$ cat config.mk
export PLATFORM = sky130hd
export DESIGN_NAME = irq_ctrl
export DESIGN_NICKNAME = d
export VERILOG_FILES = /design/src/rtl/irq_ctrl_pkg.sv /design/src/rtl/irq_edge_latch.sv /design/src/rtl/irq_prio_enc.sv /design/src/rtl/irq_mode_regs.sv /design/src/rtl/irq_ctrl.sv
export SDC_FILE = /design/constraint.sdc
export NUM_CORES = 1
export LEC_CHECK = 0
export BUFFER_PORTS_ARGS = -buffer_cell sky130_fd_sc_hd__buf_2
export CORE_MARGIN = 1.5
export CORE_UTILIZATION = 39
export CTS_CLUSTER_SIZE = 10
export DETAILED_ROUTE_END_ITERATION = 10
export HOLD_SLACK_MARGIN = 0.08
export PLACE_DENSITY_LB_ADDON = 0.15
export SLEW_MARGIN = 20
export SYNTH_ARGS = -nofsm -noshare
export SYNTH_HDL_FRONTEND = slang
export SYNTH_SLANG_ARGS = --single-unit
$ cat constraint.sdc
create_clock -name clk_i -period 2.1 [get_ports clk_i]
set_input_delay 0.42 -clock clk_i [delete_from_list [all_inputs] [get_ports clk_i]]
set_output_delay 0.42 -clock clk_i [all_outputs]
set_load 0.01 [all_outputs]
$ cat src/rtl/irq_ctrl_pkg.sv
package irq_ctrl_pkg;
  localparam int NUM_LINES = 5;
  localparam int NUM_MASK  = 3;
  localparam int ACC_W     = 8;
  localparam int SRC_W     = 3;

  // set-mask byte
  localparam int SET_SER     = 7;
  localparam int SET_SER_EN  = 6;
  localparam int SET_EDGE_CLR = 4;
  localparam int SET_MASK_EN = 3;

  typedef enum logic [SRC_W-1:0] {
    SRC_NONE  = 3'd0,
    SRC_NMI   = 3'd1,
    SRC_EDGE  = 3'd2,
    SRC_LVL_A = 3'd3,
    SRC_LVL_B = 3'd4,
    SRC_EXT   = 3'd5
  } irq_src_e;
endpackage

$ cat src/rtl/irq_edge_latch.sv
module irq_edge_latch #(
  parameter bit NEED_LEVEL = 1'b0
) (
  input  logic clk_i,
  input  logic rst_ni,
  input  logic line_i,
  input  logic clr_i,
  output logic latch_o,
  output logic req_o
);
  logic prev_q, lat_q, rise;

  assign rise = line_i & ~prev_q;

  always_ff @(posedge clk_i or negedge rst_ni) begin
    if (!rst_ni) begin
      prev_q <= 1'b0;
      lat_q  <= 1'b0;
    end else begin
      prev_q <= line_i;
      lat_q  <= (lat_q & ~clr_i) | rise; // a fresh edge wins over a clear
    end
  end

  assign latch_o = lat_q;

  generate
    if (NEED_LEVEL) begin : g_edge_and_level
      assign req_o = lat_q & line_i;
    end else begin : g_edge_only
      assign req_o = lat_q;
    end
  endgenerate

  a_r2_rise_latched: assert property (@(posedge clk_i) disable iff (!rst_ni)
    (line_i && !prev_q) |=> latch_o);
endmodule

$ cat src/rtl/irq_prio_enc.sv
module irq_prio_enc #(
  parameter int N  = 5,
  parameter int IW = $clog2(N)
) (
  input  logic [N-1:0]  req_i,
  output logic          valid_o,
  output logic [IW-1:0] idx_o
);
  // index 0 is the highest priority
  always_comb begin
    valid_o = 1'b0;
    idx_o   = '0;
    for (int i = N - 1; i >= 0; i--) begin
      if (req_i[i]) begin
        valid_o = 1'b1;
        idx_o   = IW'(i);
      end
    end
  end
endmodule

$ cat src/rtl/irq_mode_regs.sv
module irq_mode_regs
  import irq_ctrl_pkg::*;
(
  input  logic                clk_i,
  input  logic                rst_ni,
  input  logic                ei_i,
  input  logic                di_i,
  input  logic                sim_i,
  input  logic                rim_i,
  input  logic                fetch_bound_i,
  input  logic                ack_i,
  input  logic                ack_nmi_i,
  input  logic [ACC_W-1:0]    acc_i,
  output logic                gate_o,
  output logic                ie_stat_o,
  output logic [NUM_MASK-1:0] mask_o,
  output logic                ser_out_o,
  output logic                edge_clr_o
);
  logic                ie_q, hold_q, ser_q, saved_q, use_saved_q;
  logic [NUM_MASK-1:0] mask_q;
  logic                unused_acc;

  assign unused_acc = acc_i[5];

  always_ff @(posedge clk_i or negedge rst_ni) begin
    if (!rst_ni) begin
      ie_q        <= 1'b0;
      hold_q      <= 1'b0;
      mask_q      <= '1;
      ser_q       <= 1'b0;
      saved_q     <= 1'b0;
      use_saved_q <= 1'b0;
    end else begin
      if (di_i || ack_i) ie_q <= 1'b0;
      else if (ei_i)     ie_q <= 1'b1;

      // enable-all waits for the boundary that ends the next instruction
      if (di_i)               hold_q <= 1'b0;
      else if (ei_i)          hold_q <= 1'b1;
      else if (fetch_bound_i) hold_q <= 1'b0;

      if (sim_i && acc_i[SET_MASK_EN]) mask_q <= acc_i[NUM_MASK-1:0];
      if (sim_i && acc_i[SET_SER_EN])  ser_q  <= acc_i[SET_SER];

      if (ei_i || di_i) use_saved_q <= 1'b0;
      else if (ack_nmi_i) begin
        use_saved_q <= 1'b1;
        saved_q     <= ie_q;
      end else if (rim_i) use_saved_q <= 1'b0;
    end
  end

  assign gate_o     = ie_q & ~hold_q;
  assign ie_stat_o  = use_saved_q ? saved_q : ie_q;
  assign mask_o     = mask_q;
  assign ser_out_o  = ser_q;
  assign edge_clr_o = sim_i & acc_i[SET_EDGE_CLR];

  a_r9_di_clears: assert property (@(posedge clk_i) disable iff (!rst_ni)
    di_i |=> !ie_q && !gate_o);
  a_r10_ack_clears: assert property (@(posedge clk_i) disable iff (!rst_ni)
    ack_i |=> !ie_q);
  a_r8_ei_deferred: assert property (@(posedge clk_i) disable iff (!rst_ni)
    ei_i |=> !gate_o);
  a_r5_mask_kept: assert property (@(posedge clk_i) disable iff (!rst_ni)
    (sim_i && !acc_i[SET_MASK_EN]) |=> $stable(mask_o));
  a_r6_ser_kept: assert property (@(posedge clk_i) disable iff (!rst_ni)
    (sim_i && !acc_i[SET_SER_EN]) |=> $stable(ser_out_o));
endmodule

$ cat src/rtl/irq_ctrl.sv
module irq_ctrl
  import irq_ctrl_pkg::*;
(
  input  logic             clk_i,
  input  logic             rst_ni,
  input  logic             nmi_i,
  input  logic             edge_i,
  input  logic             lvl_a_i,
  input  logic             lvl_b_i,
  input  logic             ext_i,
  input  logic             fetch_bound_i,
  input  logic             halted_i,
  input  logic             ei_i,
  input  logic             di_i,
  input  logic             sim_i,
  input  logic             rim_i,
  input  logic [ACC_W-1:0] acc_i,
  output logic [ACC_W-1:0] acc_o,
  input  logic             ser_in_i,
  output logic             ser_out_o,
  input  logic             ack_i,
  output logic             pend_o,
  output logic [SRC_W-1:0] src_o
);
  localparam int IW = $clog2(NUM_LINES);

  logic                 nmi_req, nmi_lat, edge_lat, edge_req;
  logic                 nmi_clr, edge_clr, edge_clr_sim;
  logic                 gate, ie_stat, win_valid, window;
  logic [NUM_MASK-1:0]  mask;
  logic [NUM_LINES-1:0] req;
  logic [IW-1:0]        win_idx;
  logic                 unused_nmi_lat;

  assign unused_nmi_lat = nmi_lat;

  assign nmi_clr  = ack_i && (src_o == SRC_NMI);
  assign edge_clr = (ack_i && (src_o == SRC_EDGE)) || edge_clr_sim;

  irq_edge_latch #(.NEED_LEVEL(1'b1)) u_nmi_lat (
    .clk_i, .rst_ni, .line_i(nmi_i), .clr_i(nmi_clr),
    .latch_o(nmi_lat), .req_o(nmi_req)
  );

  irq_edge_latch #(.NEED_LEVEL(1'b0)) u_edge_lat (
    .clk_i, .rst_ni, .line_i(edge_i), .clr_i(edge_clr),
    .latch_o(edge_lat), .req_o(edge_req)
  );

  irq_mode_regs u_mode (
    .clk_i, .rst_ni, .ei_i, .di_i, .sim_i, .rim_i, .fetch_bound_i, .ack_i,
    .ack_nmi_i(nmi_clr), .acc_i, .gate_o(gate), .ie_stat_o(ie_stat),
    .mask_o(mask), .ser_out_o, .edge_clr_o(edge_clr_sim)
  );

  assign req[0] = nmi_req;
  assign req[1] = gate & edge_req & ~mask[2];
  assign req[2] = gate & lvl_a_i  & ~mask[1];
  assign req[3] = gate & lvl_b_i  & ~mask[0];
  assign req[4] = gate & ext_i;

  irq_prio_enc #(.N(NUM_LINES), .IW(IW)) u_enc (
    .req_i(req), .valid_o(win_valid), .idx_o(win_idx)
  );

  assign window = fetch_bound_i | halted_i;
  assign pend_o = win_valid & window;
  assign src_o  = pend_o ? SRC_W'(win_idx) + SRC_W'(1) : SRC_NONE;

  assign acc_o = {ser_in_i, edge_lat, lvl_a_i, lvl_b_i, ie_stat, mask};

  a_r7_masked_loses: assert property (@(posedge clk_i) disable iff (!rst_ni)
    pend_o |-> !((src_o == SRC_EDGE  && mask[2]) ||
                 (src_o == SRC_LVL_A && mask[1]) ||
                 (src_o == SRC_LVL_B && mask[0])));
  a_r1_nmi_wins: assert property (@(posedge clk_i) disable iff (!rst_ni)
    (window && nmi_i && acc_o[6:0] == acc_o[6:0] && nmi_req) |-> (pend_o && src_o == SRC_NMI));
  a_r4_code_range: assert property (@(posedge clk_i) disable iff (!rst_ni)
    pend_o |-> (src_o != SRC_NONE && src_o <= SRC_EXT));
endmodule

### Yosys cells after proc, flatten, opt, wreduce, memory -nomap -nowiden

Index checks and enable logic that the tools add are counted.

* add/sub/neg operators: 1
* multiply operators: 0
* div/mod/pow operators: 0
* $lt $le $gt $ge: 0
* equality and inequality tests: 2
* shifts and indexed selects: 0
* muxes and demuxes: 20
* bitwise gates (word level): 27
* reductions and logical operators: 11

Operators with widths (count)
* 3-bit two-way mux: 6
* 1-bit bitwise AND: 15
* 1-bit two-way mux: 14
* 1-bit NOT: 9
* 3-bit nonzero test: 2
* 1-bit logical AND: 4
* 3-bit by 1-bit adder with 3-bit output, second input constant: 1
* 3-bit by 1-bit equality test with 1-bit output, second input constant: 1
* 3-bit by 2-bit equality test with 1-bit output, second input constant: 1
* 1-bit logical OR: 3
* 1-bit OR: 3
* 2-bit AND reduction: 1
* 2-bit nonzero test: 1

* register bits after elaboration: 12
* latch bits: 0
* memory bits (writable): 0
* memory bits (read-only): 0
* bits of input ports: 23
* output and inout bits: 13
* word-level logic and storage cells: 71
* memories: 0

### Logic depth before layout (Yosys ltp)

Gate-level depths: netlist (run 1).

* depth in word-level cells: 16
* depth in mapped cells: 8
* depth with buffers taken out: 8

### Cells and area by module

A second synthesis (run 1) with hierarchy kept.

* cell total of the unflattened synthesis: 69
* area, all modules: 701.9 sq um

By module, submodules not included
* irq_mode_regs: times used 1, cells an instance 27, area an instance 359.1 sq um, sequential area each 203.9 sq um
* irq_ctrl: times used 1, cells an instance 22, area an instance 142.6 sq um, sequential area each 0.0 sq um
* irq_edge_latch (u_edge_lat): times used 1, cells an instance 6, area an instance 77.6 sq um, sequential area each 50.0 sq um
* irq_edge_latch (u_nmi_lat): times used 1, cells an instance 6, area an instance 73.8 sq um, sequential area each 50.0 sq um
* irq_prio_enc: times used 1, cells an instance 8, area an instance 48.8 sq um, sequential area each 0.0 sq um

### Worst setup path after synthesis (run 1)

OpenSTA, ideal clock, no wires.

* kind: reg-to-reg
* start point: reg u_mode.mask_q[1] (netlist: u_mode.mask_o[1])
* end point: reg u_mode.saved_q
* library setup time: 0.125 ns
* arrival: 2.126 ns
* required time: 1.975 ns
* path slack: -0.151 ns
* cell stages (with the launch flop): 8
* buffers on the path: 0
* cell sequence: dfstp_2 -> nand2b_4 -> a31oi_1 -> a211oi_1 -> ha_1 -> nor4b_1 -> nand3_2 -> mux2_4

* cells in the longest elaborated chain, start to end: 10
* elaborated cells between the ends (all ways): 14

Ends and longest elaborated chain
* from (decl): RTL line irq_mode_regs.sv:21 `logic [NUM_MASK-1:0] mask_q;`
* from (signal assigned): RTL line irq_mode_regs.sv:43 `if (sim_i && acc_i[SET_MASK_EN]) mask_q <= acc_i[NUM_MASK-1:0];`
* 1-bit NOT (*): RTL line irq_ctrl.sv:58 `assign req[2] = gate & lvl_a_i & ~mask[1];`
* 1-bit bitwise AND (*): RTL line irq_ctrl.sv:58
* 3-bit two-way mux / 1-bit two-way mux (equally long branches) (3 in series): RTL line irq_prio_enc.sv:14 `if (req_i[i]) begin`
* 3-bit by 1-bit adder with 3-bit output / 1-bit bitwise AND (equally long branches): RTL line irq_ctrl.sv:68, irq_ctrl.sv:67
* 3-bit two-way mux (*): RTL line irq_ctrl.sv:68 `assign src_o = pend_o ? SRC_W'(win_idx) + SRC_W'(1) : SRC_NONE;`
* 3-bit by 1-bit equality test with 1-bit output (*): RTL line irq_ctrl.sv:37 `assign nmi_clr = ack_i && (src_o == SRC_NMI);`
* 1-bit logical AND (*): RTL line irq_ctrl.sv:37
* 2-bit AND reduction (no line) (*)
* to (signal assigned): RTL line irq_mode_regs.sv:49 `saved_q <= ie_q;`
* to (decl): RTL line irq_mode_regs.sv:20 `logic ie_q, hold_q, ser_q, saved_q, use_saved_q;`

Mark *: on every way between the ends. The rest lies on a longest branch, timed or not.
A chain may end at the register's enable or synchronous reset.

### Worst setup path after layout (run 1)

* start point: reg u_mode.mask_q[1] (netlist: u_mode.mask_o[1])
* end point: out src_o[2]

* cells in the longest elaborated chain, start to end: 7
* elaborated cells between the ends (all ways): 11

Ends and longest elaborated chain
* 1-bit NOT (*): RTL line irq_ctrl.sv:58
* 1-bit bitwise AND (*): RTL line irq_ctrl.sv:58
* 3-bit two-way mux / 1-bit two-way mux (equally long branches) (3 in series): RTL line irq_prio_enc.sv:14
* 3-bit by 1-bit adder with 3-bit output / 1-bit bitwise AND (equally long branches): RTL line irq_ctrl.sv:68, irq_ctrl.sv:67
* 3-bit two-way mux (*): RTL line irq_ctrl.sv:68
* to (decl): RTL line irq_ctrl.sv:23 `output logic [SRC_W-1:0] src_o`

Marked as above.

==> load_flow_metrics.sql, run 1 <==
INSERT INTO impl_metrics (metric_group, metric, value, unit) VALUES
('route', 'avgRoutedWirePerCell', '11.1', 'um'),
('route', 'first_pass_iters', '3', ''),
('power', 'comb_power_share', '31.6', '%'),
('job', 'cap_viol_max_count', '0', ''),
('worst_setup_path', 'crit_fanout', '2', ''),
('synthesis', 'syn-mean-instance-area', '11.0', 'um2'),
('place', 'io_buffers', '32', ''),
('synthesis', 'most_frequent_cells_after_synthesis', '9 x sky130_fd_sc_hd__dfrtp_1, 6 x sky130_fd_sc_hd__mux2_2, 6 x sky130_fd_sc_hd__nand2_1', ''),
('run_status', 'status', 'complete, but fails checks', ''),
('sta', 'timing.fmax', '417', 'MHz'),
('sta', 'setup_viol', '4', ''),
('synthesis', 'synthCells', '65', ''),
('cells_and_area', 'final.fill_count', '174', ''),
('clock_tree', 'ctsLongestPathBuffers', '2', ''),
('sta', 'timing.final.hold_violations', '0', ''),
('synthesis', 'synth_edf_count', '0', ''),
('floorplanning', 'rows', '15', ''),
('route', 'detail-route-antenna-nets', '0', ''),
('synthesis', 'postSynth.topFlopCell', 'sky130_fd_sc_hd__dfrtp_1', ''),
('clock_tree', 'tritoncts.num_buffers', '3', ''),
('floorplanning', 'floorplan.die_area', '2090', 'um2'),
('worst_setup_path', 'worst_setup_path_start_kind', 'flip-flop', ''),
('power', 'power.ir.vdd_worst', '0.515', 'mV'),
('floorplanning', 'number_of_top_level_pins', '36', ''),
('sta', 'slew-limit-headroom', '73.2', '%'),
('floorplanning', 'core_area', '1730', 'um2'),
('route', 'vias', '641', ''),
('cells_and_area', 'area_delta_synth_final', '56.8', '%'),
('synthesis', 'area_fraction_of_the_dominant_cell_type_after_synthesis', '31.6', '%'),
('synthesis', 'cell_taking_the_most_area_after_synthesis', 'sky130_fd_sc_hd__dfrtp_1', ''),
('cells_and_area', 'drive_gt1_share', '69.6', '%'),
('grt', 'grt_util_all_layers', '17.0', '%'),
('grt', 'first_global_vias', '559', ''),
('worst_setup_path', 'cp_endpoint_kind', 'output port', ''),
('clock_tree', 'cts-root-buf', 'sky130_fd_sc_hd__clkbuf_4', ''),
('floorplanning', 'floorplan.die.height', '45.8', 'um'),
('route', 'drc_violations', '0', ''),
('sta', 'setup_repair_after_global_routing_missed_its_margin', 'yes', ''),
('sta', 'finalWorstSetupSlack', '-0.299', 'ns'),
('clock_tree', 'htreeDepth', '1', ''),
('cells_and_area', 'final_nets', '140', ''),
('synthesis', 'synth_seq_area_share', '42.6', '%'),
('floorplanning', 'start_util', '41.3', '%'),
('grt', 'grt_max_degree', '13', ''),
('floorplanning', 'fp.dieW', '45.8', 'um'),
('route', 'drt_iter0_drc', '2', ''),
('clock_tree', 'tritoncts', 'done', ''),
('grt', 'grt-ovfl-total', '0', ''),
('sta', 'timing.final.max_slew_violations', '0', ''),
('run_status', 'violations', 'negative setup slack', ''),
('worst_setup_path', 'cp.arrival', '1.98', 'ns'),
('synthesis', 'synth.cell_area', '713', 'um2'),
('place', 'detailedPlacementHpwl', '1170', 'um'),
('synthesis', 'synth-seq-cells', '12', ''),
('synthesis', 'ys_top_cells_by_area', 'sky130_fd_sc_hd__dfrtp_1 32%, sky130_fd_sc_hd__dfstp_2 11%, sky130_fd_sc_hd__mux2_2 9.5%', ''),
('clock_tree', 'insertion_delay_of_the_later_clocked_pin_in_the_worst_skew_pair', '0.28', 'ns'),
('worst_setup_path', 'critPathRequiredTime', '1.68', 'ns'),
('synthesis', 'postSynth.asyncResetShare', '100', '%'),
('worst_hold_path', 'worst_hold_path_type', 'input pin to flip-flop', ''),
('cells_and_area', 'antenna_cell_count', '0', ''),
('sta', 'timing.final.crit_share', '114', '%'),
('sta', 'final.hold.worst_slack', '0.258', 'ns'),
('grt', 'grt_first_pass_wirelength', '2440', 'um'),
('sta', 'timing.clock.skew', '0.00383', 'ns'),
('route', 'drt-vias-per-instance', '4.58', ''),
('synthesis', 'mappedNetlistNets', '89', ''),
('power', 'pwr-share-clk', '27.3', '%'),
('sta', 'final.min_clock_period', '2.40', 'ns'),
('place', 'gp_congestion', '0.761', ''),
('power', 'netSwitchingPower', '0.184', 'mW'),
('clock_tree', 'cts_num_sinks', '12', '');
-- power by group through the flow --
| stage | clock network [mW] | logic [mW] | registers [mW] |
|---|---|---|---|
| global placement | 0 | 0.174 | 0.282 |
| detailed placement | 0 | 0.177 | 0.283 |
| global route | 0.211 | 0.233 | 0.281 |
| finish | 0.185 | 0.214 | 0.278 |
| floorplan | 0 | 0.0974 | 0.288 |
| CTS | 0.190 | 0.202 | 0.278 |
-- cell families (layout without fill, tap and decap cells) --
logic type	count (synthesis)	in the layout	synth area share, %
buffers and inverters	9	59	7.37
multiplexers	7	7	11.6
XOR/XNOR	1	1	1.23
AO/OA/AOI/OAI	11	11	15.4
flip-flops	12	12	42.6
adder cells (fa/ha/maj)	1	1	1.75
AND/OR/NAND/NOR	24	24	20.0
-- critical path, stage by stage, from the launching register on --
cell and delay (ns):
sky130_fd_sc_hd__dfstp_2 0.53, sky130_fd_sc_hd__nand2b_4 0.11, sky130_fd_sc_hd__a31oi_1 0.09, sky130_fd_sc_hd__a211oi_2 0.20, sky130_fd_sc_hd__ha_2 0.23, sky130_fd_sc_hd__mux2_4 0.31, sky130_fd_sc_hd__nor2_2 0.08, sky130_fd_sc_hd__buf_2 0.13
-- per-layer routing --
layer	wire [um]	global-route usage, %	vias up
met3	100	7.14	2
met4	19	5.14	0
met5	0	0	-
met1	623	20.3	305
li1	-	-	320
met2	817	27.9	14
-- placed cells by master, fill, tap and decap left out, types with 3 or more instances in the layout --
cell type,n
sky130_fd_sc_hd__dfstp_2,3
sky130_fd_sc_hd__mux2_2,5
sky130_fd_sc_hd__buf_2,32
sky130_fd_sc_hd__clkbuf_4,3
sky130_fd_sc_hd__nor2_1,4
sky130_fd_sc_hd__buf_4,16
sky130_fd_sc_hd__nand2_1,6
sky130_fd_sc_hd__dfrtp_1,9
sky130_fd_sc_hd__inv_1,3
-- per-stage QoR --
stage               instance area [um2]  std cells  setup slack (ns)  utilization [%]  TNS [ns]
floorplan                           727         65           0.00452                -         0
global placement                    941        125           -0.0208             54.5   -0.0211
detailed placement                  941        125           -0.0273             54.5   -0.0404
CTS                                1060        134            -0.342             61.4    -0.607
global route                       1120        140            -0.368             64.8    -0.731
finish                             1120        140            -0.299             64.8    -0.464
-- final cells by class --
| type | count | area [um2] | area share (%) |
|---|---|---|---|
| Inverter | 4 | 15.0 | 1.34 |
| Clock buffer | 4 | 36.3 | 3.24 |
| Tap cell | 25 | 31.3 | 2.80 |
| Multi-Input combinational cell | 44 | 419 | 37.5 |
| Timing Repair Buffer | 51 | 313 | 28.0 |
| Sequential cell | 12 | 304 | 27.2 |
-- state kept, by name, indices dropped and copies added, names as in the netlist --
name                flops
u_nmi_lat.prev_q        1
u_mode.saved_q          1
u_mode.use_saved_q      1
u_mode.ie_q             1
u_mode.ser_out_o        1
u_mode.hold_q           1
u_edge_lat.latch_o      1
u_mode.mask_o           3
u_edge_lat.prev_q       1
u_nmi_lat.latch_o       1
-- path summary, 6_finish.rpt --
kind,start,slack (ns),endpoint
setup / recovery,u_mode.mask_o[1],-0.30,src_o[2]
hold / removal,edge_i,0.26,u_edge_lat.prev_q
setup reg to reg,u_mode.mask_o[1],-0.01,u_mode.saved_q
hold reg to reg,u_edge_lat.prev_q,0.44,u_edge_lat.latch_o
max in group asynchronous,rst_ni,1.30,u_mode.mask_o[2]
min in group asynchronous,rst_ni,0.53,u_nmi_lat.latch_o
-- what timing repair did --
| item | in CTS | in global routing |
|---|---|---|
| pin swaps | 7 | 6 |
| hold buffers | 1 | 0 |
| resized for setup | 8 | 3 |
| endpoints found under the hold margin | 9 | 0 |
| setup buffers | 6 | 7 |
| setup endpoints to repair | 5 | 7 |
Power figures use the tool's default switching activity.
==> run 2, diff against run 1 <==
--- a/config.mk
+++ b/config.mk
@@ -7,11 +7,12 @@
 export LEC_CHECK = 0
 export BUFFER_PORTS_ARGS = -buffer_cell sky130_fd_sc_hd__buf_2
 export CORE_MARGIN = 1.5
-export CORE_UTILIZATION = 39
+export CORE_UTILIZATION = 41
+export CTS_BUF_LIST = sky130_fd_sc_hd__clkbuf_8
 export CTS_CLUSTER_SIZE = 10
 export DETAILED_ROUTE_END_ITERATION = 10
 export HOLD_SLACK_MARGIN = 0.08
-export PLACE_DENSITY_LB_ADDON = 0.15
+export PLACE_DENSITY = 0.79
 export SLEW_MARGIN = 20
 export SYNTH_ARGS = -nofsm -noshare
 export SYNTH_HDL_FRONTEND = slang
==> run 2 against run 1 <==
Effect of this change:
- the run still ends with negative setup slack left
- setup slack better by 0.042 ns
- combinational power is 3% lower
- die area is 4.6% lower
- register-to-register slack worse by 0.10 ns
- sequential power hardly changed
- critical path type unchanged
- critical endpoint unchanged
- largest cell class unchanged
==> load_flow_metrics.sql, run 2 (synthesis gave the netlist of run 1 again) <==
INSERT INTO impl_metrics (metric_group, metric, value, unit) VALUES
('sta', 'timing.clock.skew', '0.000377', 'ns'),
('sta', 'worst_pin_slew', '0.395', 'ns'),
('cells_and_area', 'antenna_cell_count', '0', ''),
('grt', 'first_global_vias', '678', ''),
('grt', 'grt_util_all_layers', '20.2', '%'),
('route', 'first_pass_iters', '4', ''),
('floorplanning', 'fp.dieW', '44.7', 'um'),
('worst_setup_path', 'path_cells', 'nand2b_4 > buf_4 > a21boi_4 > buf_6 > nand4_1 > mux2_4 > nor2_2 > buf_2', ''),
('clock_tree', 'tritoncts.num_buffers', '3', ''),
('route', 'avgRoutedWirePerCell', '12.5', 'um'),
('worst_setup_path', 'crit_fanout', '2', ''),
('cells_and_area', 'final_core_util', '68.1', '%'),
('cells_and_area', 'final_nets', '135', ''),
('worst_hold_path', 'worst_hold_path_type', 'input pin to flip-flop', ''),
('run_status', 'violations', 'negative setup slack', ''),
('cells_and_area', 'area_delta_synth_final', '48.9', '%'),
('clock_tree', 'insertion_delay_of_the_later_clocked_pin_in_the_worst_skew_pair', '0.24', 'ns'),
('route', 'drc_violations', '0', ''),
('sta', 'fin_setup_tns', '-0.729', 'ns'),
('cells_and_area', 'non_filler_instances', '126', ''),
('clock_tree', 'tritoncts', 'done', ''),
('worst_setup_path', 'worst_setup_path_start_kind', 'flip-flop', ''),
('floorplanning', 'number_of_top_level_pins', '36', ''),
('route', 'drt-vias-per-instance', '5.11', ''),
('cells_and_area', 'final.fill_count', '113', ''),
('power', 'pwr_density_cell', '662', 'nW/um2'),
('grt', 'grt_first_pass_wirelength', '2850', 'um'),
('sta', 'timing.final.max_slew_violations', '0', ''),
('grt', 'grt_max_degree', '13', ''),
('place', 'dpl.cell_count', '116', ''),
('run_status', 'status', 'complete, but fails checks', ''),
('worst_hold_path', 'hp-start', 'edge_i', ''),
('clock_tree', 'cts_num_sinks', '12', ''),
('place', 'gp_congestion', '0.734', ''),
('clock_tree', 'htreeDepth', '1', ''),
('route', 'vias', '644', ''),
('floorplanning', 'start_util', '45.7', '%'),
('power', 'power.static_leakage', '0.534', 'nW'),
('worst_setup_path', 'timing.reg2reg.worst_path_depth', '10', ''),
('floorplanning', 'core_area', '1560', 'um2'),
('grt', 'grt_antenna_before_repair', '0', ''),
('cells_and_area', 'drive_gt1_share', '67.3', '%'),
('sta', 'final.min_clock_period', '2.36', 'ns'),
('floorplanning', 'rows', '14', ''),
('sta', 'timing.fmax', '424', 'MHz'),
('sta', 'setup_repair_after_global_routing_missed_its_margin', 'yes', ''),
('place', 'detailedPlacementHpwl', '1230', 'um'),
('power', 'power.ir.vdd_worst', '0.449', 'mV'),
('route', 'drt_iter0_drc', '10', ''),
('worst_hold_path', 'whs_endpoint', 'u_edge_lat.prev_q', ''),
('power', 'power', '0.703', 'mW'),
('clock_tree', 'worst_setup_hold_path_clk_slew', '0.05', 'ns'),
('worst_hold_path', 'hold-path-cell-count', '1', ''),
('route', 'routed_wire_length', '1580', 'um'),
('route', 'detail-route-antenna-nets', '0', ''),
('cells_and_area', 'largest_reg_flops', '3', ''),
('sta', 'timing.final.crit_share', '112', '%'),
('job', 'cap_viol_max_count', '0', ''),
('grt', 'grt-ovfl-total', '0', ''),
('clock_tree', 'ctsLongestPathBuffers', '2', ''),
('cells_and_area', 'mostFrequentLayoutCell', 'sky130_fd_sc_hd__buf_2', ''),
('sta', 'slew-limit-headroom', '73.6', '%'),
('worst_setup_path', 'cpMaxStageDelayCell', 'sky130_fd_sc_hd__dfstp_2', ''),
('sta', 'finalWorstSetupSlack', '-0.256', 'ns'),
('floorplanning', 'floorplan.die.height', '44.7', 'um'),
('worst_setup_path', 'r2r-start', 'u_mode.mask_o[1]', ''),
('clock_tree', 'cts-root-buf', 'sky130_fd_sc_hd__clkbuf_8', ''),
('worst_setup_path', 'slowest_delay', '0.53', 'ns'),
('place', 'dp_worst_setup_slack', '-0.0279', 'ns'),
('place', 'io_buffers', '32', ''),
('sta', 'setup_viol', '6', ''),
('worst_setup_path', 'reg2reg_setup_slack', '-0.11', 'ns'),
('cells_and_area', 'commonest_cells_after_routing_fill_and_taps_aside', '32 x sky130_fd_sc_hd__buf_2, 12 x sky130_fd_sc_hd__buf_4, 9 x sky130_fd_sc_hd__dfrtp_1', ''),
('worst_setup_path', 'worstReg2RegEnd', 'u_mode.saved_q', ''),
('worst_setup_path', 'critPathRequiredTime', '1.68', 'ns'),
('worst_setup_path', 'cp_endpoint_kind', 'output port', ''),
('worst_setup_path', 'cp.arrival', '1.94', 'ns'),
('sta', 'timing.final.hold_violations', '0', ''),
('floorplanning', 'floorplan.die_area', '2000', 'um2'),
('worst_setup_path', 'timing_worst_setup_path_type', 'flip-flop to output port', '');
-- run 2: area by class of cell --
| type | count | area [um2] | share of cell area, % |
|---|---|---|---|
| tap | 16 | 20.0 | 1.88 |
| clock buffer | 3 | 41.3 | 3.89 |
| timing repair buffer | 46 | 272 | 25.6 |
| clock inverter | 1 | 3.75 | 0.353 |
| sequential | 12 | 304 | 28.6 |
| inverter | 4 | 15.0 | 1.41 |
| multi-input combinational | 44 | 407 | 38.3 |
-- run 2: worst max path at each step --
stage | startpoint | to | depth (start not counted)
after floorplan | u_mode.mask_o[2] | u_mode.saved_q | 7
after global placement | nmi_i | src_o[2] | 7
after detailed placement | nmi_i | src_o[2] | 7
after CTS | u_mode.mask_o[1] | src_o[2] | 7
after global routing | u_mode.mask_o[1] | src_o[2] | 7
final | u_mode.mask_o[1] | src_o[2] | 8
-- run 2: routing by layer --
layer  vias up  share of wire (%)  GRT usage (%)
met5         -                  0              0
met4         0                2.2           11.5
met3         4                5.8           4.80
met2        23                 48           30.1
met1       305                 44           26.6
li1        312                  -              -
-- run 2: timing repair --
action / CTS / global route
hold endpoints to repair: 9 / 0
setup buffers: 5 / 0
hold buffers: 1 / 0
pin swaps: 5 / 3
gates resized for setup: 9 / 0
endpoints found under the setup margin: 4 / 7
-- run 2: worst max-delay path, delay by kind of cell, from the launching register on --
family | cells | cell delay (ns)
flops | 1 | 0.53
compound gates | 1 | 0.18
simple gates | 3 | 0.32
buf+inv | 3 | 0.35
mux | 1 | 0.31
-- run 2: power by group --
part,switching [mW],leakage [nW],internal (mW)
registers,0.0172,0.142,0.264
clock network,0.0863,0.0269,0.129
logic,0.0910,0.366,0.116
-- run 2: through the flow --
stage	area, um2	hold WS, ns
3_5_place_dp	930	0.315
2_1_floorplan	727	0.124
5_1_grt	1060	0.297
6_report	1060	0.298
3_3_place_gp	930	0.313
4_1_cts	1060	0.296
